`src/rtl/seqwd_pkg.sv`:
```
package seqwd_pkg;

  typedef enum logic {
    KEY_WAIT  = 1'b0,
    KEY_HALF  = 1'b1
  } key_state_e;

  localparam logic [7:0] SVC_ADDR_DEF = 8'hA6;
  localparam logic [7:0] KEY_OPEN_DEF = 8'h1E;
  localparam logic [7:0] KEY_SHUT_DEF = 8'hE1;

endpackage

```
`src/rtl/seqwd_keyseq.sv`:
```
module seqwd_keyseq
  import seqwd_pkg::*;
#(
  parameter int unsigned ADDR_W = 8,
  parameter int unsigned DATA_W = 8,
  parameter logic [ADDR_W-1:0] SVC_ADDR = ADDR_W'(SVC_ADDR_DEF),
  parameter logic [DATA_W-1:0] KEY_OPEN = DATA_W'(KEY_OPEN_DEF),
  parameter logic [DATA_W-1:0] KEY_SHUT = DATA_W'(KEY_SHUT_DEF)
) (
  input  logic              clk_i,
  input  logic              rst_ni,
  input  logic              wr_i,
  input  logic [ADDR_W-1:0] addr_i,
  input  logic [DATA_W-1:0] data_i,
  output logic              key_ok_o
);

  key_state_e st_q;
  logic       hit;

  // a write counts only when it targets the service address
  assign hit      = wr_i && (addr_i == SVC_ADDR);
  assign key_ok_o = hit && (st_q == KEY_HALF) && (data_i == KEY_SHUT);

  always_ff @(posedge clk_i or negedge rst_ni) begin
    if (!rst_ni) begin
      st_q <= KEY_WAIT;
    end else if (hit) begin
      // any service write either opens a new key or ends the pending one
      st_q <= (data_i == KEY_OPEN) ? KEY_HALF : KEY_WAIT;
    end
  end

endmodule

```
`src/rtl/seqwd_gate.sv`:
```
module seqwd_gate (
  input  logic clk_i,
  input  logic rst_ni,
  input  logic tick_i,
  input  logic armed_i,
  input  logic pdown_i,
  input  logic idle_i,
  input  logic idle_hold_i,
  input  logic wake_lvl_i,
  output logic wake_wait_o,
  output logic cnt_en_o
);

  logic wake_wait_q;

  function automatic logic may_run(input logic pd, input logic wwait,
                                   input logic wake, input logic idl,
                                   input logic hold);
    return !pd && !(wwait && !wake) && !(idl && hold);
  endfunction

  // set during power-down; released only once the wake line is high
  always_ff @(posedge clk_i or negedge rst_ni) begin
    if (!rst_ni) begin
      wake_wait_q <= 1'b0;
    end else if (pdown_i) begin
      wake_wait_q <= 1'b1;
    end else if (wake_lvl_i) begin
      wake_wait_q <= 1'b0;
    end
  end

  assign wake_wait_o = wake_wait_q;
  assign cnt_en_o    = armed_i && tick_i &&
                       may_run(pdown_i, wake_wait_q, wake_lvl_i, idle_i, idle_hold_i);

endmodule

```
`src/rtl/seqwd_count.sv`:
```
module seqwd_count #(
  parameter int unsigned CNT_W = 14
) (
  input  logic             clk_i,
  input  logic             rst_ni,
  input  logic             cnt_en_i,
  input  logic             clear_i,
  output logic [CNT_W-1:0] cnt_o,
  output logic             armed_o,
  output logic             ovf_o
);

  localparam logic [CNT_W-1:0] LAST_SAFE = {{(CNT_W-1){1'b1}}, 1'b0};

  logic [CNT_W-1:0] cnt_q;
  logic             armed_q;

  function automatic logic [CNT_W-1:0] bump(input logic [CNT_W-1:0] c);
    return c + CNT_W'(1);
  endfunction

  function automatic logic reaches_top(input logic [CNT_W-1:0] c);
    return c == LAST_SAFE;
  endfunction

  // a clear in the same clock beats the timeout
  assign ovf_o = cnt_en_i && !clear_i && reaches_top(cnt_q);

  always_ff @(posedge clk_i or negedge rst_ni) begin
    if (!rst_ni) begin
      cnt_q   <= '0;
      armed_q <= 1'b0;
    end else if (clear_i) begin
      cnt_q   <= '0;
      armed_q <= 1'b1;
    end else if (ovf_o) begin
      cnt_q   <= '0;
      armed_q <= 1'b0;
    end else if (cnt_en_i) begin
      cnt_q   <= bump(cnt_q);
    end
  end

  assign cnt_o   = cnt_q;
  assign armed_o = armed_q;

endmodule

```
`src/rtl/seqwd_pulse.sv`:
```
module seqwd_pulse #(
  parameter int unsigned PULSE_LEN = 98,
  localparam int unsigned PW = $clog2(PULSE_LEN + 1)
) (
  input  logic          clk_i,
  input  logic          rst_ni,
  input  logic          fire_i,
  output logic [PW-1:0] left_o,
  output logic          active_o
);

  logic [PW-1:0] left_q;

  always_ff @(posedge clk_i or negedge rst_ni) begin
    if (!rst_ni) begin
      left_q <= '0;
    end else if (fire_i) begin
      left_q <= PW'(PULSE_LEN);
    end else if (left_q != '0) begin
      left_q <= left_q - PW'(1);
    end
  end

  assign left_o   = left_q;
  assign active_o = (left_q != '0);

endmodule

```
`src/rtl/seqwd_top.sv`:
```
module seqwd_top
  import seqwd_pkg::*;
#(
  parameter int unsigned ADDR_W    = 8,
  parameter int unsigned DATA_W    = 8,
  parameter int unsigned CNT_W     = 14,
  parameter int unsigned PULSE_LEN = 98,
  parameter logic [ADDR_W-1:0] SVC_ADDR = ADDR_W'(SVC_ADDR_DEF),
  parameter logic [DATA_W-1:0] KEY_OPEN = DATA_W'(KEY_OPEN_DEF),
  parameter logic [DATA_W-1:0] KEY_SHUT = DATA_W'(KEY_SHUT_DEF)
) (
  input  logic              clk_i,
  input  logic              rst_ni,
  input  logic              mcyc_tick_i,
  input  logic              svc_wr_i,
  input  logic [ADDR_W-1:0] svc_addr_i,
  input  logic [DATA_W-1:0] svc_data_i,
  input  logic              idle_i,
  input  logic              pdown_i,
  input  logic              wake_lvl_i,
  input  logic              idle_hold_i,
  output logic              wd_rst_o,
  output logic              armed_o
);

  localparam int unsigned PW = $clog2(PULSE_LEN + 1);

  // named internal events, observed by the bound checker
  logic             key_ok;
  logic             cnt_en;
  logic             ovf_evt;
  logic             wake_wait;
  logic [CNT_W-1:0] cnt_q;
  logic [PW-1:0]    pulse_left;
  logic             armed;

  seqwd_keyseq #(
    .ADDR_W(ADDR_W), .DATA_W(DATA_W),
    .SVC_ADDR(SVC_ADDR), .KEY_OPEN(KEY_OPEN), .KEY_SHUT(KEY_SHUT)
  ) u_key (
    .clk_i(clk_i), .rst_ni(rst_ni),
    .wr_i(svc_wr_i), .addr_i(svc_addr_i), .data_i(svc_data_i),
    .key_ok_o(key_ok)
  );

  seqwd_gate u_gate (
    .clk_i(clk_i), .rst_ni(rst_ni),
    .tick_i(mcyc_tick_i), .armed_i(armed),
    .pdown_i(pdown_i), .idle_i(idle_i), .idle_hold_i(idle_hold_i),
    .wake_lvl_i(wake_lvl_i),
    .wake_wait_o(wake_wait), .cnt_en_o(cnt_en)
  );

  seqwd_count #(.CNT_W(CNT_W)) u_cnt (
    .clk_i(clk_i), .rst_ni(rst_ni),
    .cnt_en_i(cnt_en), .clear_i(key_ok),
    .cnt_o(cnt_q), .armed_o(armed), .ovf_o(ovf_evt)
  );

  seqwd_pulse #(.PULSE_LEN(PULSE_LEN)) u_pulse (
    .clk_i(clk_i), .rst_ni(rst_ni),
    .fire_i(ovf_evt),
    .left_o(pulse_left), .active_o(wd_rst_o)
  );

  assign armed_o = armed;

endmodule

```
`config.mk`:
```
export PLATFORM = sky130hd
export DESIGN_NAME = seqwd_top
export DESIGN_NICKNAME = d
export VERILOG_FILES = /design/src/rtl/seqwd_pkg.sv /design/src/rtl/seqwd_keyseq.sv /design/src/rtl/seqwd_gate.sv /design/src/rtl/seqwd_count.sv /design/src/rtl/seqwd_pulse.sv /design/src/rtl/seqwd_top.sv
export SDC_FILE = /design/constraint.sdc
export NUM_CORES = 1
export LEC_CHECK = 0
export ABC_AREA = 1
export BUFFER_PORTS_ARGS = -buffer_cell sky130_fd_sc_hd__buf_2
export CAP_MARGIN = 0
export CELL_PAD_IN_SITES_DETAIL_PLACEMENT = 1
export CELL_PAD_IN_SITES_GLOBAL_PLACEMENT = 1
export CORE_ASPECT_RATIO = 1.4
export CORE_UTILIZATION = 40
export DETAILED_ROUTE_END_ITERATION = 8
export PLACE_DENSITY = 0.84
export REMOVE_ABC_BUFFERS = 1
export SLEW_MARGIN = 20
export SYNTH_ARGS = -nofsm -noshare
export SYNTH_HDL_FRONTEND = slang
export SYNTH_SLANG_ARGS = --single-unit
```
`constraint.sdc`:
```
create_clock -name clk_i -period 1.9 [get_ports clk_i]
set_clock_uncertainty 0.05 [all_clocks]
set_input_delay 0.19 -clock clk_i [delete_from_list [all_inputs] [get_ports clk_i]]
set_output_delay 0.19 -clock clk_i [all_outputs]
set_load 0.02 [all_outputs]
```
# ---- Yosys cells after proc, flatten, opt, wreduce, memory -nomap -nowiden
# Index checks and enable logic that the tools add are counted.
dict set report word_totals {
  output_inout_bits 2
  rom_bits 0
  ram_bits 0
  wordCells 42
  regBits 24
  latch_bits 0
  memories 0
}
dict set report classes {
  eq_ne 4
  shift 0
  add_sub_neg 2
  n_div 0
  bitwise 0
  reduce_logical 21
  n_mux 10
  order_cmp 0
  multipliers 0
}
# op n
set ops {}
lappend ops {{two-way mux 14 bit} 3}
lappend ops {{equality test 8 bit (second input constant)} 2}
lappend ops {{adder 14 x 1 -> 14 bit (second input constant)} 1}
lappend ops {{equality test 14 bit (second input constant)} 1}
lappend ops {{two-way mux 7 bit} 2}
lappend ops {{logical AND 1 bit} 11}
lappend ops {{equality test 8 x 5 -> 1 bit (second input constant)} 1}
lappend ops {{nonzero test 7 bit} 1}
lappend ops {{subtractor 7 x 1 -> 7 bit (second input constant)} 1}
lappend ops {{nonzero test 2 bit} 3}
lappend ops {{logical NOT 1 bit} 5}
lappend ops {{two-way mux 1 bit} 5}
lappend ops {{nonzero test 3 bit} 1}

# ---- Longest topological paths before layout
# Gate-level depths: netlist of run 1.
dict set report logic_depth {
  ltp_word 10
  ltp_mapped 9
  ltp_nobuf 9
}

# ---- Modules after synthesis
# From an unflattened synthesis of run 1, not the netlist that was laid out.
dict set report unflattened {
  cells_unflattened 211
  area_unflattened_um2 1531.5
}
# module cells_per_inst area_per_inst_um2 n_inst
set modules_own_cells {}
lappend modules_own_cells {seqwd_count 123 923.4 1}
lappend modules_own_cells {seqwd_pulse 50 396.6 1}
lappend modules_own_cells {seqwd_keyseq 30 151.4 1}
lappend modules_own_cells {seqwd_gate 8 60.1 1}

# ---- Worst setup path after synthesis of run 1
# No wires, ideal clock.
dict set report synth_path {
  kind {register to register}
  start {reg u_pulse.left_q[0], in the netlist u_pulse.left_o[0]}
  end {reg u_pulse.left_q[3], in the netlist u_pulse.left_o[3]}
  t_required_ns 1.730
  path_stages_with_launch 9
  t_arrival_ns 1.272
  setup_slack_ns 0.458
  path_buffers 0
  path_cell_list {dfrtp_1 inv_1 ha_1 inv_1 nor2_1 nand3_2 nand2_1 xor2_1 nor2_1}
}
# item line
set synth_rtl {}
lappend synth_rtl {{start, declared} seqwd_pulse.sv:12} ;# logic [PW-1:0] left_q;
lappend synth_rtl {{start signal, assigned} seqwd_pulse.sv:18} ;# left_q <= PW'(PULSE_LEN);
lappend synth_rtl {{start signal, assigned} seqwd_pulse.sv:20} ;# left_q <= left_q - PW'(1);
lappend synth_rtl {{nonzero test 7 bit} --}
lappend synth_rtl {{via wd_rst_o} seqwd_top.sv:22} ;# output logic wd_rst_o,
lappend synth_rtl {{nonzero test 2 bit (no source line)} --}
# The timed path passes the listed nets, and every way through them passes these cells. The select of a mux whose other input is x is not followed.
# A chain may end at the register's enable or synchronous reset.

# ---- Worst setup path after layout of run 1
dict set report layout_path {
  start {reg u_pulse.left_q[0], in the netlist u_pulse.left_o[0]}
  end {out wd_rst_o}
}
dict set report layout_via {
  elab_chain_len 1
}
# item line
set layout_rtl {}
lappend layout_rtl {{nonzero test 7 bit} seqwd_pulse.sv:25} ;# assign active_o = (left_q != '0);
lappend layout_rtl {{end, declared} seqwd_top.sv:22}
# Every way passes these cells.

==> results of run 1 <==
## layout by cell type (no fill, tap or decap), types with 2 or more instances in the layout
cell,n
a21oi_1,3
buf_2,25
clkbuf_8,4
dfrtp_1,24
ha_1,4
inv_1,26
nand2_1,54
nand2_2,5
nand3_1,20
nand3b_1,2
nand4_1,4
nor2_1,41
nor2_2,4
nor3_1,2
nor4_1,2
o21ai_0,4
o21bai_1,3
or2_0,2
xor2_1,7
## cells by family (layout without fill, tap and decap cells)
| family | after synthesis | after routing |
|---|---|---|
| adders and majority gates | 4 | 4 |
| xor gates and xnor gates | 7 | 7 |
| and+or+nand+nor | 141 | 141 |
| DFF | 24 | 24 |
| AOI/OAI and AO/OA | 12 | 12 |
| buffers and inverters | 28 | 58 |
## worst min-delay path, delay by kind of cell
kind / cells / cell delay [ps]
and+or+nand+nor: 3 / 130
buffers and inverters: 1 / 90
## registers in the layout, summed over array words and instances (netlist names)
register and count:
u_cnt.armed_o 1, u_key.st_q 1, u_pulse.left_o 7, u_cnt.cnt_o 14, u_gate.wake_wait_o 1
## metal layers
| metal | global-route usage | vias up |
|---|---|---|
| met2 | 0.4201 | 27 |
| met4 | 0.09402 | 0 |
| li1 | - | 741 |
| met3 | 0.02395 | 10 |
| met5 | 0 | - |
| met1 | 0.2528 | 720 |
## through the flow
| step | setup WS, ps | power [mW] |
|---|---|---|
| after global routing | 53.88 | 0.9624 |
| after CTS | 150.2 | 0.9356 |
| after detailed placement | 380.4 | 0.5811 |
| final | 164.7 | 0.9282 |
| after floorplan | 458.0 | 0.5388 |
| after global placement | 462.2 | 0.5777 |
## final cells by class
cell class / count / area [um2] / area share
Sequential cell: 24 / 600.6 / 0.3371
Multi-Input combinational cell: 164 / 829.5 / 0.4656
Tap cell: 42 / 52.55 / 0.02949
Inverter: 27 / 101.3 / 0.05688
Timing Repair Buffer: 27 / 142.6 / 0.08006
Clock buffer: 4 / 55.05 / 0.03090
## where the power goes
group | switching, mW | total (mW) | internal [mW]
registers | 0.00118 | 0.513 | 0.512
logic | 0.0332 | 0.0578 | 0.0246
clock network | 0.172 | 0.357 | 0.185
total | 0.207 | 0.928 | 0.722
## worst max path at each step
stage,depth (start not counted),end,from,slack (ps)
after detailed placement,8,u_pulse.left_o[3],u_pulse.left_o[1],380
after global routing,6,wd_rst_o,u_pulse.left_o[1],50
after global placement,8,u_pulse.left_o[3],u_pulse.left_o[0],460
final,6,wd_rst_o,u_pulse.left_o[0],160
after floorplan,8,u_pulse.left_o[3],u_pulse.left_o[0],460
after CTS,6,wd_rst_o,u_pulse.left_o[1],150
==> impl_metrics.json, run 1 <==
{
  "fin_area_mm2": 0.001782,
  "reg2reg_depth": 9,
  "finalSetupViolCount": 0,
  "synth_top_family_by_area": "simple AND/OR/NAND/NOR gates",
  "hold_violations": 0,
  "grt_use_total": 0.2264,
  "hold-worst-slack_ps": 124.8,
  "antennaDiodeCount": 0,
  "overflow": 0,
  "synth-compound-area-share": 0.04866,
  "clockBufferDepth": 2,
  "post-dp-hpwl_mm": 3.246,
  "drive_gt1_frac": 0.1911,
  "ir_drop_v": 0.0002872,
  "dieWidth_um": 54.49,
  "netlist.area_leader.share": 0.3893,
  "dieArea_mm2": 0.004113,
  "final_cells": 288,
  "synthTopCellsByCount": "54 x nand2_1, 41 x nor2_1, 26 x inv_1, 24 x dfrtp_1, 20 x nand3_1",
  "post-route-util": 0.4847,
  "p_per_area_mw_per_mm2": 521.0,
  "power_leakage_nw": 0.9129,
  "holdPathEnd": "u_key.st_q",
  "cts_root_buf": "clkbuf_8",
  "cts_buffers": 3,
  "netlist_area_mm2": 0.001543,
  "synth_edf_count": 0,
  "h-tree-depth": 1,
  "num_vias": 1498,
  "coreArea_mm2": 0.003676,
  "yosysSeqAreaShare": 0.3893,
  "synth.top_cells.by_area": "dfrtp_1 39%, nand2_1 13%, nor2_1 10%",
  "synthAdderAreaFrac": 0.03244,
  "grt_pass1_vias": 1591,
  "slowest_stage": "dfrtp_1",
  "yosysMostFrequentCell": "nand2_1",
  "path_buf_inv": 3,
  "cts_hold_buf": 1,
  "r2r-end": "u_pulse.left_o[4]",
  "holdPathStages": 4,
  "worstSkewPairLatency_ps": 270,
  "areaGrowthSynthToFinish_pct": 15.49,
  "gp_congestion": 0.8122,
  "wl_met2_mm": 2.182,
  "io_pins": 26,
  "critPathTopFamily": "flip-flops",
  "max_stage_delay_ps": 390,
  "ys_ff_latch": 24,
  "cts_sinks": 24,
  "outcome": "finished, final reports clean",
  "finalCritPeriodShare": 0.9133,
  "relSlewSlack": 0.6284,
  "synth.mux.area_fraction": 0,
  "synthFlopType": "dfrtp_1",
  "rows": 26,
  "drt_wl_total_mm": 3.990,
  "crit_chain": "inv_1, ha_1, inv_1, nor2_1, nand3_2, buf_2",
  "port_buffers": 25,
  "required_ps": 1660,
  "arrival_ps": 1500,
  "maxCapViolCount": 0,
  "cp_max_fo": 8,
  "holdCritPathClass": "primary input to flip-flop",
  "firstDrtPassIters": 4,
  "slew_viol_final": 0,
  "clock.fmax_mhz": 576.3,
  "initial_core_util": 0.4197,
  "placed_area_mm2": 0.001717,
  "fill_cells": 505,
  "cts_resized": 0,
  "drc": 0,
  "dp_cells": 283,
  "critPathKind": "flip-flop to primary output",
  "path_clk_slew_ps": 90,
  "post-synth-top-area-cell": "dfrtp_1",
  "synthArstFlopShare": 1.000,
  "cp_common_cell": "inv_1",
  "rsz0062_at_grt": "no",
  "yosysWarnings": 0,
  "grt_max_degree": 25,
  "yosys.area_share.simple": 0.4169,
  "fp.dieH_um": 75.48,
  "wl_met3_um": 58,
  "nNetsFinal": 275,
  "highest_layer": "met4",
  "fin_tns_setup_ps": 0,
  "avgSynthCellArea_um2": 7.142,
  "worst_r2r_startpoint": "u_cnt.cnt_o[0]",
  "postSynthCellCount": 216,
  "crit_path_start_kind": "flip-flop",
  "drt_iter0_drc": 23,
  "grt_pass1_wl_mm": 6.782,
  "cts_tree": "yes",
  "end_kind": "primary output",
  "ant_nets": 0,
  "hold_start": "svc_data_i[7]",
  "synthDistinctLibCells": 26,
  "worstMarginPinSlew_ps": 557.4,
  "r2r_slack_ps": 330,
  "synth-xor-area-share": 0.03974,
  "post_cts_buffers": 0,
  "met1_length_mm": 1.645,
  "layout_min_cycle_time_ps": 1735,
  "wl_per_cell_um": 13.85,
  "antenna_found_initial": 0,
  "vias_per_cell": 5.201
}
Note: power is estimated with default switching activity, not from simulation.
==> inputs of run 2 (changes only) <==
==> constraint.sdc (replaced) <==
create_clock -name clk_i -period 1.8 [get_ports clk_i]
set_clock_uncertainty 0.05 [all_clocks]
set_input_delay 0.18 -clock clk_i [delete_from_list [all_inputs] [get_ports clk_i]]
set_output_delay 0.18 -clock clk_i [all_outputs]
set_load 0.02 [all_outputs]
==> impl_metrics.json, run 2 (synthesis gave the netlist of run 1 again) <==
{
  "cts_tree": "yes",
  "seqCellArea_um2": 600.6,
  "power_leakage_nw": 0.9212,
  "num_vias": 1474,
  "relSlewSlack": 0.6255,
  "cp-endpoint": "wd_rst_o",
  "maxCapViolCount": 0,
  "worstMarginPinSlew_ps": 561.8,
  "grt_use_total": 0.2310,
  "critPathKind": "flip-flop to primary output",
  "fin_tns_setup_ps": 0,
  "vias_per_cell": 5.083,
  "nNetsFinal": 277,
  "startpoint": "u_pulse.left_o[0]",
  "dieArea_mm2": 0.004113,
  "io_pins": 26,
  "met1_usage": 0.2622,
  "drt_iter0_drc": 22,
  "worst_r2r_startpoint": "u_pulse.left_o[0]",
  "rows": 26,
  "cp_max_fo": 6,
  "port_buffers": 25,
  "r2r_slack_ps": 210,
  "rsz0062_at_grt": "no",
  "finalCritPeriodShare": 0.9259,
  "ir_drop_v": 0.0002729,
  "layout_common_cells": "54 x nand2_1, 41 x nor2_1, 26 x inv_1",
  "fill_cells": 493,
  "p_total_mw": 0.9727,
  "gp_congestion": 0.8128,
  "antenna_found_initial": 0,
  "cts_buffers": 3,
  "use_met2": 0.4336,
  "grt_pass1_vias": 1583,
  "cts_root_buf": "clkbuf_8",
  "initial_core_util": 0.4197,
  "slew_viol_final": 0,
  "r2r-end": "u_pulse.left_o[5]",
  "grt_pass1_wl_mm": 6.817,
  "coreArea_mm2": 0.003676,
  "holdCritPathClass": "primary input to flip-flop",
  "post-dp-hpwl_mm": 3.214,
  "wl_per_cell_um": 13.80,
  "required_ps": 1570,
  "clock.fmax_mhz": 600.0,
  "outcome": "finished, final reports clean",
  "p_per_area_mw_per_mm2": 541.4,
  "drive_gt1_frac": 0.1976,
  "path_clk_slew_ps": 80,
  "finalSetupViolCount": 0,
  "crit_path_start_kind": "flip-flop",
  "ant_nets": 0,
  "layout_min_cycle_time_ps": 1667,
  "cts_sinks": 24,
  "worstSkewPairLatency_ps": 270,
  "grt_max_degree": 25,
  "fp.dieH_um": 75.48,
  "met3_usage": 0.02196,
  "multi_input_area_um2": 829.5,
  "arrival_ps": 1440,
  "h-tree-depth": 1,
  "end_kind": "primary output",
  "overflow": 0,
  "clockBufferDepth": 2,
  "areaGrowthSynthToFinish_pct": 16.46,
  "reg2reg_depth": 9,
  "firstDrtPassIters": 4,
  "final_common_cell": "nand2_1",
  "dieWidth_um": 54.49,
  "drt_wl_total_mm": 4.003,
  "largest_reg_flops": 14,
  "drc": 0,
  "grt.busiest_layer": "met2",
  "hold_violations": 0,
  "antennaDiodeCount": 0
}
[run 2: cell count changes in the layout (fill, tap and decap cells not counted)]
cell   delta
buf_4     +2
[run 2: how the worst min path moves through the flow]
stage | to | slack, ps | from | cells past startpoint
finish | u_key.st_q | 120 | svc_data_i[7] | 4
detailed placement | u_cnt.cnt_o[7] | 160 | rst_ni | 1
CTS | u_key.st_q | 120 | svc_data_i[7] | 4
global placement | u_cnt.cnt_o[8] | 150 | rst_ni | 1
global route | u_key.st_q | 140 | svc_data_i[7] | 4
floorplan | u_cnt.armed_o | -170 | rst_ni | 0
[run 2: what timing repair did]
action	CTS	global route
resized for setup	0	0
buffers inserted	0	2
endpoints found under the hold margin	24	0
setup endpoints to repair	0	1
hold buffers	1	0
[run 2: per-stage QoR]
stage | worst slack (ps) | hold slack, ps | instance area [um2] | util | std cells
global route | 27.53 | 139.6 | 1797 | 0.4888 | 290
floorplan | 358.0 | -165.6 | 1531 | - | 215
finish | 133.4 | 121.7 | 1797 | 0.4888 | 290
global placement | 362.2 | 154.1 | 1717 | 0.4670 | 283
detailed placement | 298.0 | 155.5 | 1717 | 0.4670 | 283
CTS | 61.45 | 119.3 | 1782 | 0.4847 | 288
[run 2: metal layers]
layer,up-vias,wire length [um]
met3,6,69
met2,29,2230
met1,697,1624
met4,0,78
met5,-,0
li1,742,-
[run 2: critical path, stage by stage, from the launching register on]
cell and delay [ps]:
dfrtp_1 390, inv_1 120, ha_1 200, inv_1 50
nor2_1 100, nand3_2 130, buf_2 190
[run 2: report_power, final]
part	total, mW	switching [mW]	internal (mW)
Combinational	0.0608	0.0349	0.0260
Sequential	0.541	0.00118	0.540
Clock	0.371	0.175	0.195
[run 2: final cells by class]
cell class	instances	area share
well taps	42	0.02925
multi-input cells	164	0.4617
repair buffers	29	0.08774
flip-flops and latches	24	0.3343
inverters	27	0.05641
clock buffers	4	0.03064
